`src/rtl/adcfmt_pkg.sv`:
```
package adcfmt_pkg;
  typedef enum logic [1:0] {
    CODE_OFFSET = 2'd0,
    CODE_TWOS   = 2'd1,
    CODE_GRAY   = 2'd2,
    CODE_RSVD   = 2'd3
  } coding_e;

  typedef enum logic [2:0] {
    TP_OFF    = 3'd0,
    TP_MID    = 3'd1,
    TP_ZERO   = 3'd2,
    TP_FULL   = 3'd3,
    TP_CHECK  = 3'd4,
    TP_RAMP   = 3'd5,
    TP_USER   = 3'd6,
    TP_TOGGLE = 3'd7
  } tpat_e;

  typedef struct packed {
    coding_e coding;
    tpat_e   tpat;
    logic    ddr_en;
    logic    dav_inv;
  } cfg_t;
endpackage

```
`src/rtl/adcfmt_pattern.sv`:
```
module adcfmt_pattern
  import adcfmt_pkg::*;
#(
  parameter int W = 14
) (
  input  logic         clk_i,
  input  logic         rst_ni,
  input  tpat_e        tpat_i,
  input  logic [W-1:0] user_i,
  output logic [W-1:0] pat_o,
  output logic         act_o
);
  localparam logic [W-1:0] ALT_LO = {(W/2){2'b01}};
  localparam logic [W-1:0] MID    = {1'b1, {(W-1){1'b0}}};

  tpat_e        prev_q;
  logic [W-1:0] seq_q, seq_n;

  // step count restarts on any mode change
  assign seq_n = (tpat_i != prev_q) ? '0 : seq_q + 1'b1;

  always_ff @(posedge clk_i or negedge rst_ni) begin
    if (!rst_ni) begin
      prev_q <= TP_OFF;
      seq_q  <= '0;
    end else begin
      prev_q <= tpat_i;
      seq_q  <= seq_n;
    end
  end

  always_comb begin
    pat_o = '0;
    unique case (tpat_i)
      TP_MID:    pat_o = MID;
      TP_ZERO:   pat_o = '0;
      TP_FULL:   pat_o = '1;
      TP_CHECK:  pat_o = seq_n[0] ? ~ALT_LO : ALT_LO;
      TP_RAMP:   pat_o = seq_n;
      TP_USER:   pat_o = user_i;
      TP_TOGGLE: pat_o = seq_n[0] ? '1 : '0;
      default:   pat_o = '0;
    endcase
  end

  assign act_o = (tpat_i != TP_OFF);
endmodule

```
`src/rtl/adcfmt_encode.sv`:
```
module adcfmt_encode
  import adcfmt_pkg::*;
#(
  parameter int W = 14
) (
  input  coding_e      coding_i,
  input  logic [W-1:0] bin_i,
  output logic [W-1:0] code_o
);
  always_comb begin
    unique case (coding_i)
      CODE_TWOS: code_o = {~bin_i[W-1], bin_i[W-2:0]};
      CODE_GRAY: code_o = bin_i ^ (bin_i >> 1);
      default:   code_o = bin_i;
    endcase
  end
endmodule

```
`src/rtl/adcfmt_fast_ovr.sv`:
```
module adcfmt_fast_ovr #(
  parameter int W     = 14,
  parameter int LAT   = 4,
  parameter int SHIFT = 5,
  parameter int THR_W = 3
) (
  input  logic             clk_i,
  input  logic             rst_ni,
  input  logic [W-1:0]     sample_i,
  input  logic             otr_i,
  input  logic             en_i,
  input  logic [THR_W-1:0] thr_i,
  output logic             flag_o
);
  localparam logic [W:0] FULL = {1'b1, {W{1'b0}}};

  logic [W:0]     margin;
  logic           trip;
  logic [LAT-1:0] sh_q;

  assign margin = (W+1)'(1) << (thr_i + SHIFT);
  assign trip   = otr_i
                | ({1'b0, sample_i} < margin)
                | (({1'b0, sample_i} + margin) >= FULL);

  always_ff @(posedge clk_i or negedge rst_ni) begin
    if (!rst_ni) sh_q <= '0;
    else         sh_q <= {sh_q[LAT-2:0], en_i & trip};
  end

  assign flag_o = sh_q[LAT-1];
endmodule

```
`src/rtl/adcfmt_lane_pack.sv`:
```
module adcfmt_lane_pack #(
  parameter int W     = 14,
  parameter int LANES = W / 2
) (
  input  logic             clk_i,
  input  logic             ddr_i,
  input  logic [W-1:0]     word_i,
  output logic [LANES-1:0] lanes_o
);
  for (genvar k = 0; k < LANES; k++) begin : g_lane
    // even bit in high phase, odd bit in low phase
    assign lanes_o[k] = ddr_i & (clk_i ? word_i[2*k] : word_i[2*k+1]);
  end
endmodule

```
`src/rtl/adc_out_formatter.sv`:
```
module adc_out_formatter
  import adcfmt_pkg::*;
#(
  parameter int W     = 14,
  parameter int LANES = W / 2,
  parameter int UHI_W = W - 8
) (
  input  logic             clk_i,
  input  logic             rst_ni,
  input  logic [W-1:0]     sample_i,
  input  logic             otr_i,
  input  logic [1:0]       coding_i,
  input  logic [2:0]       tpat_i,
  input  logic [7:0]       user_hi_i,
  input  logic [7:0]       user_lo_i,
  input  logic             ddr_en_i,
  input  logic             dav_inv_i,
  input  logic             fotr_en_i,
  input  logic [2:0]       fotr_thr_i,
  output logic [W-1:0]     data_o,
  output logic [LANES-1:0] lanes_o,
  output logic             dav_o,
  output logic             otr_o,
  output logic             fast_otr_o
);
  // stage 1: sample with its configuration
  cfg_t         cfg_q;
  logic [W-1:0] smp_q, user_q;
  logic         otr1_q;

  always_ff @(posedge clk_i or negedge rst_ni) begin
    if (!rst_ni) begin
      cfg_q  <= '0;
      smp_q  <= '0;
      user_q <= '0;
      otr1_q <= 1'b0;
    end else begin
      cfg_q  <= '{coding: coding_e'(coding_i), tpat: tpat_e'(tpat_i),
                  ddr_en: ddr_en_i, dav_inv: dav_inv_i};
      smp_q  <= sample_i;
      user_q <= {user_hi_i[UHI_W-1:0], user_lo_i};
      otr1_q <= otr_i;
    end
  end

  logic [W-1:0] code_w, pat_w;
  logic         pat_act;

  adcfmt_encode #(.W(W)) u_enc (
    .coding_i (cfg_q.coding),
    .bin_i    (smp_q),
    .code_o   (code_w)
  );

  adcfmt_pattern #(.W(W)) u_pat (
    .clk_i  (clk_i),
    .rst_ni (rst_ni),
    .tpat_i (cfg_q.tpat),
    .user_i (user_q),
    .pat_o  (pat_w),
    .act_o  (pat_act)
  );

  // stage 2: output word
  logic [W-1:0] word_q;
  logic         ddr_q, inv_q, otr2_q;

  always_ff @(posedge clk_i or negedge rst_ni) begin
    if (!rst_ni) begin
      word_q <= '0;
      ddr_q  <= 1'b0;
      inv_q  <= 1'b0;
      otr2_q <= 1'b0;
    end else begin
      word_q <= pat_act ? pat_w : code_w;
      ddr_q  <= cfg_q.ddr_en;
      inv_q  <= cfg_q.dav_inv;
      otr2_q <= otr1_q;
    end
  end

  adcfmt_fast_ovr #(.W(W), .LAT(4), .SHIFT(5), .THR_W(3)) u_fovr (
    .clk_i    (clk_i),
    .rst_ni   (rst_ni),
    .sample_i (sample_i),
    .otr_i    (otr_i),
    .en_i     (fotr_en_i),
    .thr_i    (fotr_thr_i),
    .flag_o   (fast_otr_o)
  );

  adcfmt_lane_pack #(.W(W), .LANES(LANES)) u_lane (
    .clk_i   (clk_i),
    .ddr_i   (ddr_q),
    .word_i  (word_q),
    .lanes_o (lanes_o)
  );

  assign data_o = ddr_q ? '0 : word_q;
  assign otr_o  = otr2_q;
  assign dav_o  = (ddr_q ? clk_i : ~clk_i) ^ inv_q;
endmodule

```
`config.mk`:
```
export PLATFORM = sky130hd
export DESIGN_NAME = adc_out_formatter
export DESIGN_NICKNAME = d
export VERILOG_FILES = /design/src/rtl/adcfmt_pkg.sv /design/src/rtl/adcfmt_pattern.sv /design/src/rtl/adcfmt_encode.sv /design/src/rtl/adcfmt_fast_ovr.sv /design/src/rtl/adcfmt_lane_pack.sv /design/src/rtl/adc_out_formatter.sv
export SDC_FILE = /design/constraint.sdc
export NUM_CORES = 1
export LEC_CHECK = 0
export BUFFER_PORTS_ARGS = -buffer_cell sky130_fd_sc_hd__buf_2
export CAP_MARGIN = 20
export CELL_PAD_IN_SITES_DETAIL_PLACEMENT = 0
export CELL_PAD_IN_SITES_GLOBAL_PLACEMENT = 1
export CORE_UTILIZATION = 48
export CTS_BUF_LIST = sky130_fd_sc_hd__clkbuf_4 sky130_fd_sc_hd__clkbuf_8
export CTS_CLUSTER_DIAMETER = 80
export CTS_CLUSTER_SIZE = 14
export DETAILED_ROUTE_END_ITERATION = 8
export GPL_TIMING_DRIVEN = 0
export PLACE_DENSITY = 0.95
export SYNTH_ARGS = -nofsm -noshare
export SYNTH_HDL_FRONTEND = slang
export SYNTH_SLANG_ARGS = --single-unit
```
`constraint.sdc`:
```
create_clock -name clk_i -period 3.53 [get_ports clk_i]
set_clock_uncertainty 0.05 [all_clocks]
set_input_delay 0.353 -clock clk_i [delete_from_list [all_inputs] [get_ports clk_i]]
set_output_delay 0.353 -clock clk_i [all_outputs]
set_load 0.03 [all_outputs]
```
; Word level (Yosys, flattened, before mapping)
; Cells that the tools add are included.
[totals]
in_bits = 44
wordCells = 59
regBits = 74
out_inout_bits = 24
[op_classes]
eq_ne = 9
mux = 15
bitwise_logic = 14
n_shift = 1
magnitude_cmp = 2
add_sub_neg = 3
n_reduce_logical = 1
[ops]
columns = op, n
row1 = 14-bit one-hot mux with 6 select lines, 1
row2 = 14-bit two-way mux, 5
row3 = "1-bit by 32-bit << shifter with 15-bit output, first input constant", 1
row4 = 14-bit one-hot mux with 2 select lines, 1
row5 = 14-bit by 15-bit adder with 15-bit output, 1
row6 = "15-bit greater-or-equal comparator, second input constant", 1
row7 = 14-bit by 15-bit < comparator with 1-bit output, 1
row8 = "14-bit by 1-bit adder with 14-bit output, second input constant", 1
row9 = 14-bit by 13-bit bitwise XOR with 14-bit output, 1
row10 = "3-bit equality test, second input constant", 4
row11 = 1-bit bitwise AND, 8
row12 = 1-bit two-way mux, 8
row13 = "3-bit by 3-bit adder with 4-bit output, second input constant", 1
row14 = "3-bit by 1-bit equality test with 1-bit output, second input constant", 1
row15 = "3-bit by 2-bit equality test with 1-bit output, second input constant", 1
row16 = 3-bit != test, 1
row17 = 3-bit nonzero test, 1
row18 = "2-bit by 1-bit equality test with 1-bit output, second input constant", 1
row19 = "2-bit equality test, second input constant", 1
row20 = 1-bit inverter, 2
row21 = 1-bit bitwise OR, 2
row22 = 1-bit bitwise XOR, 1

; Depth between registers and ports, before layout
[logic_depth]
ltp_word = 6
ltp_mapped = 8
mapped_depth_nobuf = 8

; Modules after synthesis
; From an unflattened synthesis, not the netlist that was laid out.
[unflattened]
hier_cells = 390
area_unflattened_um2 = 4189.0
[by_module_without_submodules]
columns = module, seq_area_each_um2, n_inst, cells_per_inst, area_each_um2
row1 = adc_out_formatter, 1326.3, 1, 84, 1641.6
row2 = adcfmt_pattern, 425.4, 1, 136, 1146.1
row3 = adcfmt_fast_ovr, 100.1, 1, 90, 800.8
row4 = adcfmt_encode, 0.0, 1, 65, 475.5
row5 = adcfmt_lane_pack, 0.0, 1, 15, 125.1

==> impl_results.md <==
- Total negative slack: 0 ns
- Layout area overhead: 32.4%
- CP Launch Type: clock port
- Buffers added on ports: 65
- Synth area leaders: dfrtp_1 (49%), ha_1 (8.9%), nor2b_1 (4.5%)
- Maximum vdd drop: roughly 0.00027 V
- Slew Limit Fails: 0
- Sequential cell area: between 0.0015 and 0.002 sq mm
- Share of cells above drive strength 1: 21.8%
- Post-synth ARST share: 100%
- Die Y-Extent: 90.8 um
- Clk_lat worst skew: 0.45 ns
- TritonCTS clock tree: done
- Vias in the first global route: 3201
- Routed vias: 3071
- Initial antenna violation count: 0
- P per Cell Area: 499 mW/mm^2
- Post-synthesis sequential area ratio: about half
- Class of the most critical setup path: clock port to primary output
- WL final: around 8.3 mm
- Post-CTS Setup Repair Bufs: 0
- RSZ-0062 raised after global routing: no
- Crit path capture type: primary output
- Pre-CTS setup slack: 0.591 ns
- Die W: 90.8 um
- # DRC: 0
- Mapped Area: around 0.0038 sq mm
- Grt ovf: 0
- CP Launch Point: clk_i
- Worst r2r src: cfg_q[5]
- Placer Congestion: around 0.8
- Filler Cell Count: just under 600
- Top cells by instance count after synthesis: dfrtp_1 (74), ha_1 (27), nor2b_1 (27)
- ANT cells: 0
- EDFF count, synth: 0
- Clock transition at path regs: 0.08 ns
- Multi-input gate area: 0.00185 sq mm
- Fin. Hold Viols: 0
- Detailed Routing Iterations Pass 1: 4
- Dominant cell type by area after synthesis: dfrtp_1
- Final setup margin: 0.0474 ns
- Drt wl/cell: 14.0 um
- Hold Crit Class: input pin to register
- Core ar.: 0.00769 sq mm
- Slew headroom: 42.3%
- Main flop type after synthesis: dfrtp_1
- Full die area: roughly 0.008 sq mm
- Measured slew at the worst slew-check pin: 0.866 ns
- # IOs: 68
- Share of Yosys cell area claimed by the top area cell type: slightly below 50%
- Largest net degree at the start of global routing: 75
- Initial Utilization: between 40% and 50%
- Synth Warn #: 0
- Via-per-instance ratio: 5.19
- Status: completed
- Total GRT Usage: 23.1%
- Num rows: 32
- Crit Path Max Fanout: 5
- Mean Syn Cell Area: 10.6 sq um
- Data arrival, critical path: 3.08 ns
- Final ANT Viol Nets: 0
- First-pass GRT wire length: 14.4 mm
- Final-stage net count: 555
- Most frequent cell after synthesis: dfrtp_1
- Starting DRT DRC Count: 156
- Leakage dissipation: about 2.4 nW
- Max-cap violations: 0
- Mapped Cells: 358
- Hold_sp: fotr_en_i
- Final setup violation count: 0
- Post-synthesis register bit count: 74
- Unique masters post-synth: 53
- WP data required: 3.13 ns
- HPWL reported at the end of detailed placement: ~5.7 mm
-- state kept, by name, indices dropped and copies added (netlist names) --
name	count
ddr_q	1
inv_q	1
smp_q	14
otr_o	1
u_fovr.sh_q	4
cfg_q	7
otr1_q	1
word_q	14
u_pat.seq_q	14
u_pat.prev_q	3
user_q	14
-- cell type report --
class / count / area share (%)
Inverter: 17 / 1.27
Buffer: 12 / 1.22
Timing Repair Buffer: 94 / 13.1
Tap cell: 102 / 2.55
Sequential cell: 74 / 37.0
Clock buffer: 27 / 6.10
Clock inverter: 6 / 1.82
Multi-Input combinational cell: 260 / 36.9
-- repair_timing --
| item | 4_1_cts | 5_1_grt |
|---|---|---|
| hold buffers | 37 | 0 |
| endpoints found under the hold margin | 99 | 0 |
| pin swaps | 1 | 0 |
| gates resized for setup | 6 | 1 |
| endpoints found under the setup margin | 8 | 1 |
-- metal layers --
layer / up-vias / global-route usage (%) / part of all wire [%]
li1: 1499 / - / -
met1: 1450 / 25.7 / 42
met2: 107 / 37.4 / 51
met3: 15 / 7.24 / 4.5
met4: 0 / 16.5 / 2.0
met5: - / 0.641 / 0
-- final timing paths --
| kind | to | slack [ns] | depth (start not counted) |
|---|---|---|---|
| setup / recovery | dav_o | 0.05 | 9 |
| hold / removal | u_fovr.sh_q[0] | 0.15 | 3 |
| setup reg to reg | word_q[12] | 1.37 | 7 |
| hold reg to reg | u_fovr.sh_q[1] | 0.30 | 0 |
| max in group asynchronous | smp_q[7] | 2.36 | 2 |
| min in group asynchronous | ddr_q | 0.52 | 2 |
-- per-stage QoR --
step / utilization [%] / hold slack, ns / instances / instance area (sq um) / power, mW
after floorplan: - / 0.00741 / 364 / 3800 / 1.30
after global placement: 55.4 / 0.283 / 531 / 4260 / 1.42
after detailed placement: 55.4 / 0.285 / 531 / 4260 / 1.43
after CTS: 65.1 / 0.130 / 592 / 5010 / 2.53
after global routing: 65.2 / 0.139 / 592 / 5010 / 2.63
final: 65.2 / 0.154 / 592 / 5010 / 2.50
-- cells in the final DEF (no fill, tap or decap), drive strengths merged, types with 4 or more instances in the layout --
master and n:
a21oi 20, a221oi 4, a22o 6, buf 68, clkbuf 28, conb 8
dfrtp 74, dlygate4sd3 37, ha 27, inv 17, mux2i 14, nand2 23
nand2b 7, nand3 11, nor2 22, nor2b 27, nor3 5, nor3b 6
o211ai 10, o21ai 11, xnor2 8, xor2 9
-- critical path, stage by stage --
cell	delay, ns
clkbuf_8	0.11
clkbuf_8	0.12
clkbuf_8	0.12
clkbuf_8	0.12
clkbuf_8	0.13
clkbuf_16	0.16
xor2_4	0.18
xnor2_1	0.19
buf_4	0.19
-- logic make-up (layout without fill, tap and decap cells) --
group / count (synthesis) / after routing / share of synthesized area (%)
compound gates: 70 / 70 / 12.5
buf+inv: 30 / 156 / 3.41
other cells: 2 / 8 / 0.199
fa+ha+maj: 27 / 27 / 8.93
simple gates: 123 / 123 / 18.0
flops: 74 / 74 / 49.0
mux: 15 / 15 / 4.00
xor+xnor: 17 / 17 / 3.94
-- where the power goes --
group	leakage (nW)	switching (mW)	internal, mW
Combinational	1.20	0.157	0.126
Sequential	0.907	0.0315	0.895
Clock	0.271	0.532	0.755
No activity file was read; power rests on OpenSTA's default activity.
